## config.mk

```make
export PLATFORM = sky130hd
export DESIGN_NAME = wdt_edge_watchdog
export DESIGN_NICKNAME = d
export VERILOG_FILES = /design/src/rtl/wdt_pkg.sv /design/src/rtl/wdt_hb_sync.sv /design/src/rtl/wdt_counter.sv /design/src/rtl/wdt_out_stage.sv /design/src/rtl/wdt_edge_watchdog.sv
export SDC_FILE = /design/constraint.sdc
export NUM_CORES = 1
export LEC_CHECK = 0
export ABC_AREA = 0
export BUFFER_PORTS_ARGS = -buffer_cell sky130_fd_sc_hd__buf_2
export CAP_MARGIN = 20
export CELL_PAD_IN_SITES_DETAIL_PLACEMENT = 1
export CELL_PAD_IN_SITES_GLOBAL_PLACEMENT = 1
export CORE_AREA = 2 2 39 41
export CTS_CLUSTER_SIZE = 16
export DETAILED_ROUTE_END_ITERATION = 16
export DIE_AREA = 0 0 41 43
export PLACE_DENSITY_LB_ADDON = 0.1
export SLEW_MARGIN = 30
export SYNTH_ARGS = -nofsm -noshare
export SYNTH_HDL_FRONTEND = slang
export SYNTH_SLANG_ARGS = --single-unit
```

## constraint.sdc

```tcl
create_clock -name clk -period 1.9 [get_ports clk]
set_clock_uncertainty 0.15 [all_clocks]
set_input_delay 0.38 -clock clk [delete_from_list [all_inputs] [get_ports clk]]
set_output_delay 0.38 -clock clk [all_outputs]
set_load 0.005 [all_outputs]
```

## src/rtl/wdt_pkg.sv

```systemverilog
`timescale 1ns/1ps
package wdt_pkg;

  // synchronized heartbeat: current level and a one-cycle toggle strobe
  typedef struct packed {
    logic level;
    logic toggled;
  } hb_t;

  function automatic int cnt_width(input int limit);
    return (limit < 2) ? 1 : $clog2(limit + 1);
  endfunction

endpackage

```

## src/rtl/wdt_hb_sync.sv

```systemverilog
`timescale 1ns/1ps
module wdt_hb_sync #(
  parameter int STAGES = 2
) (
  input  logic         clk,
  input  logic         rst_n,
  input  logic         hb_async,
  output wdt_pkg::hb_t hb
);

  logic [STAGES-1:0] chain;
  logic              last_level;

  generate
    if (STAGES == 1) begin : g_single
      always_ff @(posedge clk or negedge rst_n) begin
        if (!rst_n) chain <= '0;
        else        chain <= hb_async;
      end
    end else begin : g_multi
      always_ff @(posedge clk or negedge rst_n) begin
        if (!rst_n) chain <= '0;
        else        chain <= {chain[STAGES-2:0], hb_async};
      end
    end
  endgenerate

  always_ff @(posedge clk or negedge rst_n) begin
    if (!rst_n) last_level <= 1'b0;
    else        last_level <= chain[STAGES-1];
  end

  always_comb begin
    hb.level   = chain[STAGES-1];
    hb.toggled = chain[STAGES-1] ^ last_level;
  end

endmodule

```

## src/rtl/wdt_counter.sv

```systemverilog
`timescale 1ns/1ps
module wdt_counter #(
  parameter int TIMEOUT = 64,
  localparam int CW = wdt_pkg::cnt_width(TIMEOUT)
) (
  input  logic          clk,
  input  logic          rst_n,
  input  logic          run,
  input  logic          clear,
  output logic [CW-1:0] cnt,
  output logic          expired
);

  localparam logic [CW-1:0] LIMIT = CW'(TIMEOUT);

  always_ff @(posedge clk or negedge rst_n) begin
    if (!rst_n)              cnt <= '0;
    else if (!run || clear)  cnt <= '0;
    else if (cnt != LIMIT)   cnt <= cnt + 1'b1;
  end

  assign expired = (cnt == LIMIT);

endmodule

```

## src/rtl/wdt_out_stage.sv

```systemverilog
`timescale 1ns/1ps
module wdt_out_stage (
  input  logic expired,
  input  logic supply_ok,
  output logic wdo_n
);

  // a low supply wins over everything; otherwise low only on expiry
  always_comb begin
    wdo_n = supply_ok && !expired;
  end

endmodule

```

## src/rtl/wdt_edge_watchdog.sv

```systemverilog
`timescale 1ns/1ps
module wdt_edge_watchdog #(
  parameter int TIMEOUT     = 64,
  parameter int SYNC_STAGES = 2,
  localparam int CW = wdt_pkg::cnt_width(TIMEOUT)
) (
  input  logic clk,
  input  logic rst_n,
  input  logic hb_in,
  input  logic mon_en,
  input  logic supply_ok,
  output logic wdo_n
);

  wdt_pkg::hb_t  hb;
  logic          hb_toggle;
  logic [CW-1:0] cnt;
  logic          expired;
  logic          hb_level_unused;

  wdt_hb_sync #(.STAGES(SYNC_STAGES)) u_sync (
    .clk      (clk),
    .rst_n    (rst_n),
    .hb_async (hb_in),
    .hb       (hb)
  );

  assign hb_toggle       = hb.toggled;
  assign hb_level_unused = hb.level;

  wdt_counter #(.TIMEOUT(TIMEOUT)) u_cnt (
    .clk     (clk),
    .rst_n   (rst_n),
    .run     (mon_en),
    .clear   (hb_toggle),
    .cnt     (cnt),
    .expired (expired)
  );

  wdt_out_stage u_out (
    .expired   (expired),
    .supply_ok (supply_ok),
    .wdo_n     (wdo_n)
  );

endmodule

```

Yosys cells after proc, flatten, opt, wreduce, memory -nomap -nowiden
Index checks and enable logic that the tools add are counted.
{ "totals": {"wordCells": 14, "inputBits": 5, "ff_bits": 10, "output_inout_bits": 1} }
{ "op_classes": {"n_reduce_logical": 5, "bitwise_logic": 1, "mux": 2, "add_sub_neg": 1, "n_eq_ne": 2} }
{ "op_table": {"columns": ["op", "n"], "rows": [
  ["7-bit two-way mux", 2],
  ["7-bit by 1-bit adder with 7-bit output (second input constant)", 1],
  ["7-bit == test (second input constant)", 1],
  ["7-bit != test (second input constant)", 1],
  ["1-bit zero test", 2],
  ["2-bit nonzero test", 1],
  ["1-bit logical AND", 1],
  ["1-bit logical OR", 1],
  ["1-bit bitwise XOR", 1]
]} }

Logic depth before layout (Yosys ltp)
{ "depth": {"word_depth": 3, "mapped_depth": 5, "ltp_nobuf": 5} }

Cells and area by module
A second synthesis with hierarchy kept.
{ "hier_totals": {"hier_cells": 47, "hier_area_um2": 490.5} }
{ "by_module_without_submodules": {"columns": ["mod", "cells_per_inst", "n_inst", "area_each_um2", "seq_area_each_um2"], "rows": [
  ["wdt_counter", 41, 1, 385.4, 175.2],
  ["wdt_hb_sync", 5, 1, 91.3, 75.1],
  ["wdt_out_stage", 1, 1, 13.8, 0.0]
]} }

Worst setup path before layout
OpenSTA, ideal clock, no wires.
{ "synth_path": {"kind": "register to output", "start": "register u_cnt.cnt[3]", "end": "output port wdo_n", "required_time_ps": 1370, "path_stages_with_launch": 4, "path_buffers": 0, "arrival_ps": 1129, "setup_slack_ps": 241, "path_cell_list": "dfrtp_1 > or4_4 > nor2_1 > nor2b_1"} }
{ "synth_between": {"elab_chain_len": 3} }
{ "synth_rtl": {"columns": ["item", "line", "text"], "rows": [
  ["from (decl)", "wdt_counter.sv:10", "output logic [CW-1:0] cnt,"],
  ["from (signal assigned)", "wdt_counter.sv:19", "else if (cnt != LIMIT) cnt <= cnt + 1'b1;"],
  ["7-bit == test", "wdt_counter.sv:22", "assign expired = (cnt == LIMIT);"],
  ["1-bit zero test", "wdt_out_stage.sv:10", "wdo_n = supply_ok && !expired;"],
  ["1-bit logical AND", "wdt_out_stage.sv:10", null],
  ["to (decl)", "wdt_edge_watchdog.sv:12", "output logic wdo_n"]
]} }
Every way passes these cells.

Final worst setup path
{ "layout_path": {"start": "register u_cnt.cnt[2]", "end": "output port wdo_n"} }
The elaborated chain is that of the path after synthesis.

==> results summary <==
Signal routing reaches up to met4. The remaining global-route overflow came out at 0. The post-detailed-route count of antenna-violating nets came out at 0. The initial core utilization is 32.4%. The path type of the worst setup path is flop to output pin. The internal power is 0.000305 W. The net count after synthesis is 50.

The synthesized area divided by synthesized cell count came out at 10.4 um^2. During synthesis, Yosys emitted a total of 0 warnings. The detailed-route wire length on metal 1 came out at 367 um. The largest individual stage delay along the critical path comes from the cell sky130_fd_sc_hd__or4_4. The final critical-path share of the clock period is 106%. The fraction of layout cells with a size suffix above 1 came out at 26.8%. STA classifies the critical path startpoint as a flop.

The clock latency on the worst-skew pair is 0.26 ns. The met2 layer wire length in the routed design came out at 530 um. Across all setup checks in the final design, the least slack found is -0.114 ns. The maximum VDD drop came out at 344 uV.

STA classifies the critical path endpoint as an output pin. The horizontal die dimension is 41 um. In this run the worst hold path is classified as primary input to flop. After the first detailed-routing iteration, the DRC count stood at 0. The minimum period implied by the final worst setup slack came out at 2.01 ns.

For this block, the routed nets add up to 924 um of wire. The count of pins over their slew limit is 0. The number of failing hold endpoints at the final stage came to 0. The number of clock sinks came out at 10. The total power per unit cell area came out at 692 mW/mm^2. The maximum buffer depth of the clock tree came out at 2. The arrival time at the worst endpoint is 1.48 ns.

The global-route wire length before repair is 1740 um. sky130_fd_sc_hd__dfrtp_1 takes more of the synthesized area than any other cell. The part of the power in combinational logic is 7.2%.

The clock buffer count from CTS is 3. The post-detailed-placement half-perimeter wirelength is 737 um. Entering global routing, the biggest net connects 11 pins. The portion of the post-synthesis area used by sequential elements came out at 55.9%. The clock root buffer is sky130_fd_sc_hd__clkbuf_4. After floorplanning, the core was divided into 14 placement rows.

The region available for standard cell placement spans 0.00138 mm^2. Clock-pin slew was measured on the worst setup and hold paths at 0.07 ns. Traced cell by cell, the critical path runs through or4_4 -> nor2_4 -> nor2b_1 -> buf_2. Setup repair after global routing could not meet its margin everywhere. The fmax is 496 MHz. In the final timing run, aggregate negative setup slack is -0.114 ns. The clock tree from TritonCTS is yes. The final estimated routing congestion in global placement is 0.820. 0 antenna diodes ended up in the layout. The number of buffer and inverter stages on the critical path came out at 1. The die extent in y came out at 43 um. The fraction of power consumed by the clock network is 35.3%. Relative to the synthesized area, the layout overhead comes to 26.0%. The kind of cell with the highest combined delay along the critical path is simple AND/OR/NAND/NOR gates. The average wire per standard cell is 12.8 um. The analysis attributes to net switching a power of 0.0000857 W. The routed length on met3 came out at 8 um. The number of ports placed on the die boundary is 6. The endpoint required time on the critical path is 1.37 ns. The number of global-route vias before repair came out at 427. The via-per-instance ratio came out at 5.01.

The static leakage power is 0.245 nW. The flip-flop and latch count after synthesis is 10. Setup violations remaining at the end of the flow were counted as 1. The mapped netlist covers 448 um^2. The initial antenna violation count came out at 0.

The area of the die is 0.00176 mm^2. After synthesis, the cell types taking the most area are sky130_fd_sc_hd__dfrtp_1, sky130_fd_sc_hd__ha_1, sky130_fd_sc_hd__o21ai_0. The worst-path maximum fanout came out at 2. Max-cap violations in this run came to 0. Synthesis produced a netlist whose cell count is 43. The slew at the pin with the worst max-slew slack came out at 0.242 ns. For this run, the detailed router's first-pass iteration total came to 1. The headroom to the max-slew limit came out at 83.8%. The overall via count from detail_route is 361. The final reports fail on negative setup slack. The run finished, with violations left. The number of different library cells in the post-synthesis netlist is 15. The number of I/O port buffers is 5. The fraction of synthesized cell area taken by the top area cell type is 55.9%. The global router's overall resource usage came out at 14.9%. The net switching share of the total power is 22.0%. The proportion of power drawn by flip-flops and latches came out at 57.6%.

The longest individual stage delay on the worst path is 0.56 ns. The final net count is 65. The number of design rule violations left after detail routing is 0. The total power is 0.000390 W.

The number of H-tree branching levels came out at 1.
-- flip-flops by register name, summed over array words and instances (netlist names) --
signal             cells
u_cnt.cnt              7
u_sync.chain           2
u_sync.last_level      1
-- path summary, 6_finish.rpt --
path                                 start              end  slack (ns)  cells past startpoint
max                           u_cnt.cnt[2]            wdo_n       -0.11                      4
min                                  hb_in  u_sync.chain[0]        0.08                      1
max reg2reg                   u_cnt.cnt[2]     u_cnt.cnt[1]        0.11                      4
min reg2reg                u_sync.chain[0]  u_sync.chain[1]        0.20                      0
max in group asynchronous            rst_n     u_cnt.cnt[0]        1.03                      2
min in group asynchronous            rst_n     u_cnt.cnt[1]        0.37                      2
-- synthesized netlist by cell type --
cell                      count
sky130_fd_sc_hd__a21oi_1      3
sky130_fd_sc_hd__dfrtp_1     10
sky130_fd_sc_hd__ha_1         2
sky130_fd_sc_hd__inv_1        2
sky130_fd_sc_hd__nand2_1      4
sky130_fd_sc_hd__nand3_1      3
sky130_fd_sc_hd__nor2_1       3
sky130_fd_sc_hd__nor2b_1      1
sky130_fd_sc_hd__nor3_1       2
sky130_fd_sc_hd__nor3b_1      1
sky130_fd_sc_hd__o21ai_0      4
sky130_fd_sc_hd__or3_1        3
sky130_fd_sc_hd__or4_4        1
sky130_fd_sc_hd__xnor2_1      2
sky130_fd_sc_hd__xor2_1       2
-- what timing repair did --
| action | 4_1_cts | 5_1_grt |
|---|---|---|
| hold endpoints to repair | 10 | 0 |
| hold buffers | 1 | 0 |
| buffers inserted | 1 | 1 |
| pin swaps | 1 | 0 |
| resized for setup | 2 | 1 |
| setup endpoints to repair | 1 | 1 |
-- layer usage --
layer	up-vias	global-route usage, %
li1	176	-
met1	179	17.7
met2	4	23.4
met3	2	2.09
met4	0	10.0
met5	-	0
-- through the flow --
stage	hold slack [ns]	util (%)	worst slack, ns	cell area, um^2	cells
floorplan	-0.0656	-	0.241	448	43
finish	0.0847	40.8	-0.114	564	72
detailed placement	0.103	36.7	0.0890	508	66
global route	0.0741	40.8	-0.174	564	72
global placement	0.0958	36.7	0.141	508	66
CTS	0.0726	40.1	-0.124	556	71
-- cell usage in the layout (no fill, tap or decap) --
cell type / count
sky130_fd_sc_hd__nor2_4: 1
sky130_fd_sc_hd__nor2_1: 2
sky130_fd_sc_hd__or4_4: 1
sky130_fd_sc_hd__or3_1: 3
sky130_fd_sc_hd__o21ai_0: 4
sky130_fd_sc_hd__dfrtp_2: 1
sky130_fd_sc_hd__nand2_1: 4
sky130_fd_sc_hd__xnor2_1: 2
sky130_fd_sc_hd__xor2_1: 2
sky130_fd_sc_hd__inv_1: 2
sky130_fd_sc_hd__nor2b_1: 1
sky130_fd_sc_hd__nor3_1: 2
sky130_fd_sc_hd__clkbuf_4: 3
sky130_fd_sc_hd__dlygate4sd3_1: 1
sky130_fd_sc_hd__a21oi_1: 3
sky130_fd_sc_hd__buf_4: 4
sky130_fd_sc_hd__nand3_1: 3
sky130_fd_sc_hd__buf_2: 5
sky130_fd_sc_hd__dfrtp_1: 9
sky130_fd_sc_hd__ha_1: 2
sky130_fd_sc_hd__nor3b_1: 1
-- power by group through the flow --
stage                      logic, W  clock network (W)  registers, W
after CTS                 0.0000288           0.000145      0.000225
after global routing      0.0000324           0.000153      0.000226
final                     0.0000279           0.000138      0.000225
after detailed placement  0.0000268                  0      0.000229
after floorplan           0.0000132                  0      0.000227
after global placement    0.0000243                  0      0.000228
-- kinds of logic after synthesis --
family                   share of synthesized area [%]
flip-flops                                        55.9
AO/OA/AOI/OAI                                     7.82
XOR/XNOR                                          7.82
AND/OR/NAND/NOR                                   21.2
buffers and inverters                             1.68
adder cells (fa/ha/maj)                           5.59
-- layout make-up --
class / instances / area [um^2]
multi-input combinational: 31 / 198
inverter: 2 / 7.51
tap: 16 / 20.0
timing repair buffer: 10 / 65.1
fill: 162 / 820
clock buffer: 3 / 22.5
sequential: 10 / 251
No activity file was read; power rests on OpenSTA's default activity.
